File: src/rtl/pwm_busif_pkg.sv
package pwm_busif_pkg;

  typedef enum logic {
    PROTO_STROBE  = 1'b0,
    PROTO_DSTROBE = 1'b1
  } proto_e;

  // positions of the control pins inside the synchronised vector
  localparam int PIN_ADDRSTB = 0;
  localparam int PIN_DATASTB = 1;
  localparam int PIN_DIR     = 2;
  localparam int PIN_SEL_N   = 3;
  localparam int PIN_HOLD_N  = 4;
  localparam int PIN_COUNT   = 5;

endpackage

File: src/rtl/wbl_sync.sv
module wbl_sync #(
  parameter int W      = 1,
  parameter int STAGES = 2
) (
  input  logic         clk,
  input  logic [W-1:0] d_i,
  output logic [W-1:0] q_o
);

  logic [STAGES-1:0][W-1:0] pipe_q;

  generate
    if (STAGES == 1) begin : g_single
      always_ff @(posedge clk) pipe_q <= d_i;
    end else begin : g_chain
      always_ff @(posedge clk) pipe_q <= {pipe_q[STAGES-2:0], d_i};
    end
  endgenerate

  assign q_o = pipe_q[STAGES-1];

endmodule

File: src/rtl/wbl_front.sv
module wbl_front
  import pwm_busif_pkg::*;
#(
  parameter int DW   = 8,
  parameter int AW   = 3,
  parameter int SYNC = 2
) (
  input  logic          clk,
  input  logic          rst,
  input  logic          proto_sel,
  input  logic [3:0]    stb_s,
  input  logic [DW-1:0] ad_s,
  output logic          wr_evt_o,
  output logic [AW-1:0] wr_addr_o,
  output logic [DW-1:0] wr_data_o
);

  localparam int GUARD = SYNC + 2;
  localparam int CW    = $clog2(GUARD + 1);

  proto_e        mode_q;
  logic [CW-1:0] guard_q;
  logic [1:0]    stb_prev_q;
  logic [AW-1:0] addr_q;
  logic          armed;
  logic          addr_edge;
  logic          data_edge;

  assign armed     = (guard_q == CW'(GUARD));
  assign addr_edge = armed & stb_prev_q[PIN_ADDRSTB] & ~stb_s[PIN_ADDRSTB];

  always_comb begin
    case (mode_q)
      PROTO_STROBE:
        data_edge = armed & ~stb_prev_q[PIN_DATASTB] & stb_s[PIN_DATASTB];
      default:
        data_edge = armed & stb_prev_q[PIN_DATASTB] & ~stb_s[PIN_DATASTB]
                    & ~stb_s[PIN_DIR] & ~stb_s[PIN_SEL_N];
    endcase
  end

  always_ff @(posedge clk) begin
    stb_prev_q <= stb_s[1:0];
    if (rst) begin
      mode_q    <= proto_e'(proto_sel);
      guard_q   <= '0;
      addr_q    <= '0;
      wr_evt_o  <= 1'b0;
      wr_addr_o <= '0;
      wr_data_o <= '0;
    end else begin
      if (!armed) guard_q <= guard_q + CW'(1);
      if (addr_edge) addr_q <= ad_s[AW-1:0];
      wr_evt_o <= data_edge;
      if (data_edge) begin
        wr_addr_o <= addr_q;
        wr_data_o <= ad_s;
      end
    end
  end

endmodule

File: src/rtl/wbl_bank.sv
module wbl_bank #(
  parameter int DW     = 8,
  parameter int AW     = 3,
  parameter int NSTAGE = 3
) (
  input  logic                 clk,
  input  logic                 rst,
  input  logic                 wr_evt,
  input  logic [AW-1:0]        wr_addr,
  input  logic [DW-1:0]        wr_data,
  input  logic                 hold_n_s,
  output logic [DW*NSTAGE-1:0] ctrl_word_o,
  output logic [DW*NSTAGE-1:0] init_word_o,
  output logic                 ctrl_upd_o,
  output logic                 init_upd_o,
  output logic                 drive_en_o
);

  localparam int WORD_W   = DW * NSTAGE;
  localparam int ADR_CTRL = NSTAGE;
  localparam int ADR_INIT = NSTAGE + 1;

  logic [NSTAGE-1:0][DW-1:0] stage_q;

  always_ff @(posedge clk) begin
    if (rst) begin
      stage_q <= '0;
    end else if (wr_evt) begin
      for (int g = 0; g < NSTAGE; g++) begin
        if (wr_addr == AW'(g)) stage_q[g] <= wr_data;
      end
    end
  end

  always_ff @(posedge clk) begin
    if (rst) begin
      ctrl_word_o <= '0;
      init_word_o <= '0;
      ctrl_upd_o  <= 1'b0;
      init_upd_o  <= 1'b0;
      drive_en_o  <= 1'b0;
    end else begin
      drive_en_o <= hold_n_s;
      ctrl_upd_o <= 1'b0;
      init_upd_o <= 1'b0;
      if (wr_evt && wr_addr == AW'(ADR_CTRL)) begin
        ctrl_word_o <= WORD_W'(stage_q);
        ctrl_upd_o  <= 1'b1;
      end
      if (wr_evt && wr_addr == AW'(ADR_INIT) && !hold_n_s) begin
        init_word_o <= WORD_W'(stage_q);
        init_upd_o  <= 1'b1;
      end
    end
  end

endmodule

File: src/rtl/wbus_param_loader.sv
module wbus_param_loader
  import pwm_busif_pkg::*;
#(
  parameter int DW          = 8,
  parameter int AW          = 3,
  parameter int NSTAGE      = 3,
  parameter int SYNC_STAGES = 2
) (
  input  logic                 clk,
  input  logic                 rst,
  input  logic                 proto_sel,
  input  logic                 hold_n,
  input  logic [DW-1:0]        ad,
  input  logic                 ale_as,
  input  logic                 wr_ds,
  input  logic                 rd_rw,
  input  logic                 cs_n,
  output logic [DW*NSTAGE-1:0] ctrl_word,
  output logic [DW*NSTAGE-1:0] init_word,
  output logic                 ctrl_upd,
  output logic                 init_upd,
  output logic                 drive_en
);

  localparam int WORD_W = DW * NSTAGE;
  localparam int SYNC_W = PIN_COUNT + DW;

  logic [SYNC_W-1:0] sync_q;
  logic              wr_evt;
  logic [AW-1:0]     wr_addr;
  logic [DW-1:0]     wr_data;

  wbl_sync #(.W(SYNC_W), .STAGES(SYNC_STAGES)) u_sync (
    .clk (clk),
    .d_i ({ad, hold_n, cs_n, rd_rw, wr_ds, ale_as}),
    .q_o (sync_q)
  );

  wbl_front #(.DW(DW), .AW(AW), .SYNC(SYNC_STAGES)) u_front (
    .clk       (clk),
    .rst       (rst),
    .proto_sel (proto_sel),
    .stb_s     (sync_q[PIN_SEL_N:PIN_ADDRSTB]),
    .ad_s      (sync_q[SYNC_W-1:PIN_COUNT]),
    .wr_evt_o  (wr_evt),
    .wr_addr_o (wr_addr),
    .wr_data_o (wr_data)
  );

  wbl_bank #(.DW(DW), .AW(AW), .NSTAGE(NSTAGE)) u_bank (
    .clk         (clk),
    .rst         (rst),
    .wr_evt      (wr_evt),
    .wr_addr     (wr_addr),
    .wr_data     (wr_data),
    .hold_n_s    (sync_q[PIN_HOLD_N]),
    .ctrl_word_o (ctrl_word),
    .init_word_o (init_word),
    .ctrl_upd_o  (ctrl_upd),
    .init_upd_o  (init_upd),
    .drive_en_o  (drive_en)
  );

endmodule

File: config.mk
export PLATFORM = sky130hd
export DESIGN_NAME = wbus_param_loader
export DESIGN_NICKNAME = d
export VERILOG_FILES = /design/src/rtl/pwm_busif_pkg.sv /design/src/rtl/wbl_sync.sv /design/src/rtl/wbl_front.sv /design/src/rtl/wbl_bank.sv /design/src/rtl/wbus_param_loader.sv
export SDC_FILE = /design/constraint.sdc
export NUM_CORES = 1
export LEC_CHECK = 0
export BUFFER_PORTS_ARGS = -buffer_cell sky130_fd_sc_hd__buf_4
export CORE_MARGIN = 2
export CORE_UTILIZATION = 56
export DETAILED_ROUTE_END_ITERATION = 7
export PLACE_DENSITY = 0.79
export SLEW_MARGIN = 20
export SYNTH_ARGS = -nofsm -noshare
export SYNTH_HDL_FRONTEND = slang
export SYNTH_HIERARCHICAL = 1
export SYNTH_SLANG_ARGS = --single-unit
File: constraint.sdc
create_clock -name clk -period 2.31 [get_ports clk]
set_clock_uncertainty 0.1 [all_clocks]
set_input_delay 0.462 -clock clk [delete_from_list [all_inputs] [get_ports clk]]
set_output_delay 0.462 -clock clk [all_outputs]
set_load 0.05 [all_outputs]
* Word-level counts from Yosys, hierarchy flattened
Cells that the tools add are included.
** Storage, ports and cells
- Register bits after elaboration :: 122
- Input port bits :: 16
- Output and inout port bits :: 51
- Word-level logic and storage cells :: 47
** Operators by class
- Add/sub/neg operators :: 1
- Equal/unequal tests :: 5
- Muxes and demuxes :: 3
- Bitwise logic cells :: 13
- Reduce and logical (&&, ||, !) cells :: 8
** Operator list (count)
- $and 1x1->1 :: 8
- $eq 3x2->1 const B :: 2
- $eq 3x3->1 const B :: 2
- $reduce_and 2->1 :: 3
- $not 1->1 :: 5
- $add 3x1->3 const B :: 1
- $eq 3x1->1 const B :: 1
- $logic_and 1x1->1 :: 3
- $logic_not 3->1 :: 1
- $mux 1 :: 3
- $logic_not 1->1 :: 1

* Depth between registers and ports, before layout
- Word-level depth :: 6
- Depth in mapped cells :: 6
- Mapped depth without buffers :: 5

* Cells and area by module
Netlist, hierarchy kept.
** By module, submodules not included
- wbl_bank :: times used 1, cells an instance 309, area an instance 2857.7 µm², sequential area each 1501.4 µm²
- wbl_front :: times used 1, cells an instance 84, area an instance 879.6 µm², sequential area each 430.4 µm²
- wbl_sync :: times used 1, cells an instance 39, area an instance 618.1 µm², sequential area each 520.5 µm²

* Least setup slack after synthesis
No wires, ideal clock.
- Kind :: register -> register
- Start :: register u_sync.pipe_q (netlist bit u_sync/q_o[1])
- End :: register u_front.wr_addr_o[0]
- Library setup time :: 0.072 ns
- Arrival :: 1.566 ns
- Data required time :: 2.138 ns
- Path slack :: 0.573 ns
- Stages on the path, launching flop included :: 6
- Path buffers :: 2
- Clock period less this slack :: 1.737 ns
- Path through :: dfxtp_1 buf_4 or4_4 a211oi_4 buf_8 mux2i_1
** Between the ends
- Cells in the longest elaborated chain, start to end :: 5
- Elaborated cells on any way between the ends :: 6
- Those cells by class :: mux: 1; bitwise: 5
** Ends and longest elaborated chain
- start, declared :: RTL line wbl_sync.sv:10 : logic [STAGES-1:0][W-1:0] pipe_q;
- start signal, assigned :: RTL line wbl_sync.sv:16 : always_ff @(posedge clk) pipe_q <= {pipe_q[STAGES-2:0], d_i};
- $not 1->1 :: RTL line wbl_front.sv:37 : data_edge = armed & stb_prev_q[PIN_DATASTB] & ~stb_s[PIN_DATASTB]
- $and 1x1->1 :: RTL line wbl_front.sv:37
- $and 1x1->1 (2 in series) :: RTL line wbl_front.sv:38 : & ~stb_s[PIN_DIR] & ~stb_s[PIN_SEL_N];
- $mux 1 * :: RTL line wbl_front.sv:33 : case (mode_q)
- end signal, assigned :: RTL line wbl_front.sv:56 : wr_addr_o <= addr_q;
- end, declared :: RTL line wbl_front.sv:14 : output logic [AW-1:0] wr_addr_o,
Mark *: on every way between the ends. The rest lies on a longest branch, timed or not.
A chain may end at the register's enable or synchronous reset.

* Final worst setup path
- Start :: register u_front.stb_prev_q[1]
- End :: register u_front.wr_data_o[1]
** Between the ends
- Cells in the longest elaborated chain, start to end :: 5
- Elaborated cells on any way between the ends :: 8
- Those cells by class :: mux: 1; bitwise: 7
** Ends and longest elaborated chain
- start, declared :: RTL line wbl_front.sv:23 : logic [1:0] stb_prev_q;
- start signal, assigned :: RTL line wbl_front.sv:43 : stb_prev_q <= stb_s[1:0];
- $and 1x1->1 (2 in series) :: RTL line wbl_front.sv:37
- $and 1x1->1 (2 in series) :: RTL line wbl_front.sv:38
- $mux 1 * :: RTL line wbl_front.sv:33
- end signal, assigned :: RTL line wbl_front.sv:57 : wr_data_o <= ad_s;
- end, declared :: RTL line wbl_front.sv:15 : output logic [DW-1:0] wr_data_o
Marked as above.

==> run metrics <==
syn avg cell area=10.1 um^2; Switching Share=19.1%; IO buf count=66; Starting Density=57.0%; RR Startpoint=u_front/stb_prev_q[1]; # nets final=514; Hold Startpoint=proto_sel; Core Region=7650 um^2; Max stage delay on crit path=550 ps; Inserted Diodes=0; sequential area share after synthesis=56.3%; Routed Antenna Nets=0; worst r2r path cells=5; vias in the first global route=2874; Max FO, Critical Path=12; Pint=4.05 mW; setup_tns=0 ps; setup bufs post-CTS=0; H-tree lvl count=4; final core occ=72.7%; Period Utilization, post-route=79.1%; area of the mapped netlist=4360 um^2; Fillers=544; crit-path cells=inv_1 > or4_4 > a211oi_4 > buf_4 > mux2i_1; worst hold path class=input pin to flop; Cell Rows=32; Worst Tran Pin Value=701 ps; TritonCTS clock tree=done; Die Width=92.2 um; Overflow after GRT=0; Synth Flop Type=dfxtp_1; Max Cap Viol=0; largest net degree at the start of global routing=130; syn nets=450; Leak=2.29 nW; fin crit period=1830 ps; Placed Cells=566; Worst Path Class, Setup=flop to flop; #FFs+latches synth=122; Max-slew headroom=53.2%; number of synthesized flops with an enable pin=1; total number of vias=3020; Slowest-stage cell, CP=or4_4; CP arrival=2150 ps; DRC Markers=0; R2R setup slack=480 ps; critical path required time=2630 ps; max-slew violation count=0; clock share of power=54.1%; outcome=finished, final reports clean; drt total wl=8.13 mm; WHS Path Cells=1; gpl congestion=0.764; DR iter-0 viols=208; CP startpoint kind=flop; maximum VDD drop=0.000587 V; synthesis-to-finish area growth=27.7%; Combinational Power Share=2.6%; vias per cell=4.94; total CTS buffers=17; Pre-Repair DR Iteration Count=4; die height=92.2 um; clock buffer depth=2; share of cells above drive strength 1=21.2%; GRT Util Overall=20.8%; Total Die Area=8500 um^2; RSZ-0062 raised after global routing=no; Tot Pwr=5.01 mW; CTS sink count=122; Highest Clock Rate=548 MHz; warnings from Yosys=6; WL/cell=13.3 um; clock slew at reported path FFs=50 ps; Hold Crit Endpoint=u_front/mode_q; CP Capture Type=flop; ys async rst share=0%; fin cells=611; post-detail-place hpwl=5.04 mm; Psw=0.955 mW; initial antenna violation count=0; Yosys cell types=29; RR Endpoint=u_front/wr_data_o[1]; cells after synthesis=432; first-pass GRT wire length=13.6 mm; Final Hold Viols=0; CTS Root Cell=clkbuf_8; endpoints failing setup=0; pwr/cell area=901 nW/um^2; Top-Level Pins=67; Flop pwr share=43.3%; Clk Latency, worst-skew pair=510 ps
## Yosys cell counts (all sizes together) (2+ instances only)
library cell	count	area (um^2)
dfxtp	121	2420
nand2b	70	438
nand2	68	255
mux2i	46	460
a21oi	34	170
buf	21	166
clkbuf	19	71.3
nor2	16	60.1
nand3b	8	60.1
o21ai	8	40.0
inv	3	11.3
ha	2	25.0
nand4b	2	17.5
nor2b	2	12.5
or4	2	18.8
## power groups by stage
stage	clock network, mW	registers, mW	logic, mW
2_1_floorplan	0	2.21	0.0955
3_3_place_gp	0	2.21	0.111
3_5_place_dp	0	2.21	0.115
4_1_cts	2.75	2.17	0.132
5_1_grt	2.87	2.17	0.145
6_report	2.71	2.17	0.132
## cell type report
type / instances / area (um^2) / share of cell area [%]
sequential: 122 / 2450 / 44.1
tap: 102 / 128 / 2.30
inverter: 3 / 11.3 / 0.203
multi-input combinational: 267 / 1660 / 29.9
clock buffer: 21 / 459 / 8.26
clock inverter: 11 / 166 / 2.99
timing repair buffer: 85 / 683 / 12.3
## worst max-delay path by stage
stage | slack (ps) | cells past startpoint | from | end
after detailed placement | 490 | 5 | u_front/stb_prev_q[1] | u_front/wr_data_o[1]
after CTS | 460 | 5 | u_front/stb_prev_q[1] | u_front/wr_data_o[1]
after global routing | 420 | 5 | u_front/stb_prev_q[1] | u_front/wr_addr_o[1]
after floorplan | 570 | 5 | u_sync/q_o[1] | u_front/wr_addr_o[0]
after global placement | 600 | 5 | u_front/stb_prev_q[1] | u_front/wr_data_o[7]
final | 480 | 5 | u_front/stb_prev_q[1] | u_front/wr_data_o[1]
## placed cells by master (no fill, tap or decap), types with 4 or more instances in the layout
cell and n:
bufinv_16 4, nand3b_1 8, dlygate4sd3_1 13, nand2b_1 70, o21ai_0 8, buf_4 71
nor2_1 16, clkbuf_16 16, dfxtp_1 121, a21oi_1 34, nand2_1 68, mux2i_1 46
clkbuf_8 4
## per-stage QoR
stage	setup slack (ps)	hold WS, ps	area (um^2)
detailed placement	485	216	4800
CTS	460	10.8	5560
global placement	604	210	4800
floorplan	573	210	4360
global route	417	7.76	5560
finish	484	31.7	5560
## worst max-delay path, delay by kind of cell (launching register included)
| family | cells | cell delay, ps |
|---|---|---|
| mux | 1 | 230 |
| compound gates | 1 | 250 |
| buf+inv | 2 | 310 |
| flops | 1 | 310 |
| simple gates | 1 | 550 |
## routing by layer
layer | GRT usage [%] | part of all wire, %
met3 | 5.83 | 4.2
met1 | 25.4 | 46
met5 | 0 | 0
met4 | 10.2 | 1.0
met2 | 33.8 | 49
## cells by family (layout without fill, tap and decap cells)
kind of cell	after synthesis	in the layout	share of synthesized area, %
compound gates	43	43	5.29
xor+xnor	1	1	0.201
fa+ha+maj	2	2	0.574
buf+inv	43	120	5.72
flops	122	122	56.3
mux	46	46	10.6
simple gates	175	175	21.3
## flip-flops by register name (all words and copies together), names as in the netlist, 3 cells and up
name	cells
u_bank/ctrl_word_o	24
u_bank/init_word_o	24
u_bank/stage_q	24
u_sync/pipe_q	13
u_sync/q_o	13
u_front/wr_data_o	8
u_front/addr_q	3
u_front/guard_q	3
u_front/wr_addr_o	3
## repair_timing
item	in CTS	in global routing
endpoints found under the hold margin	13	0
resized for setup	0	0
endpoints found under the setup margin	0	0
hold buffers	13	0
Note: power is estimated with default switching activity, not from simulation.
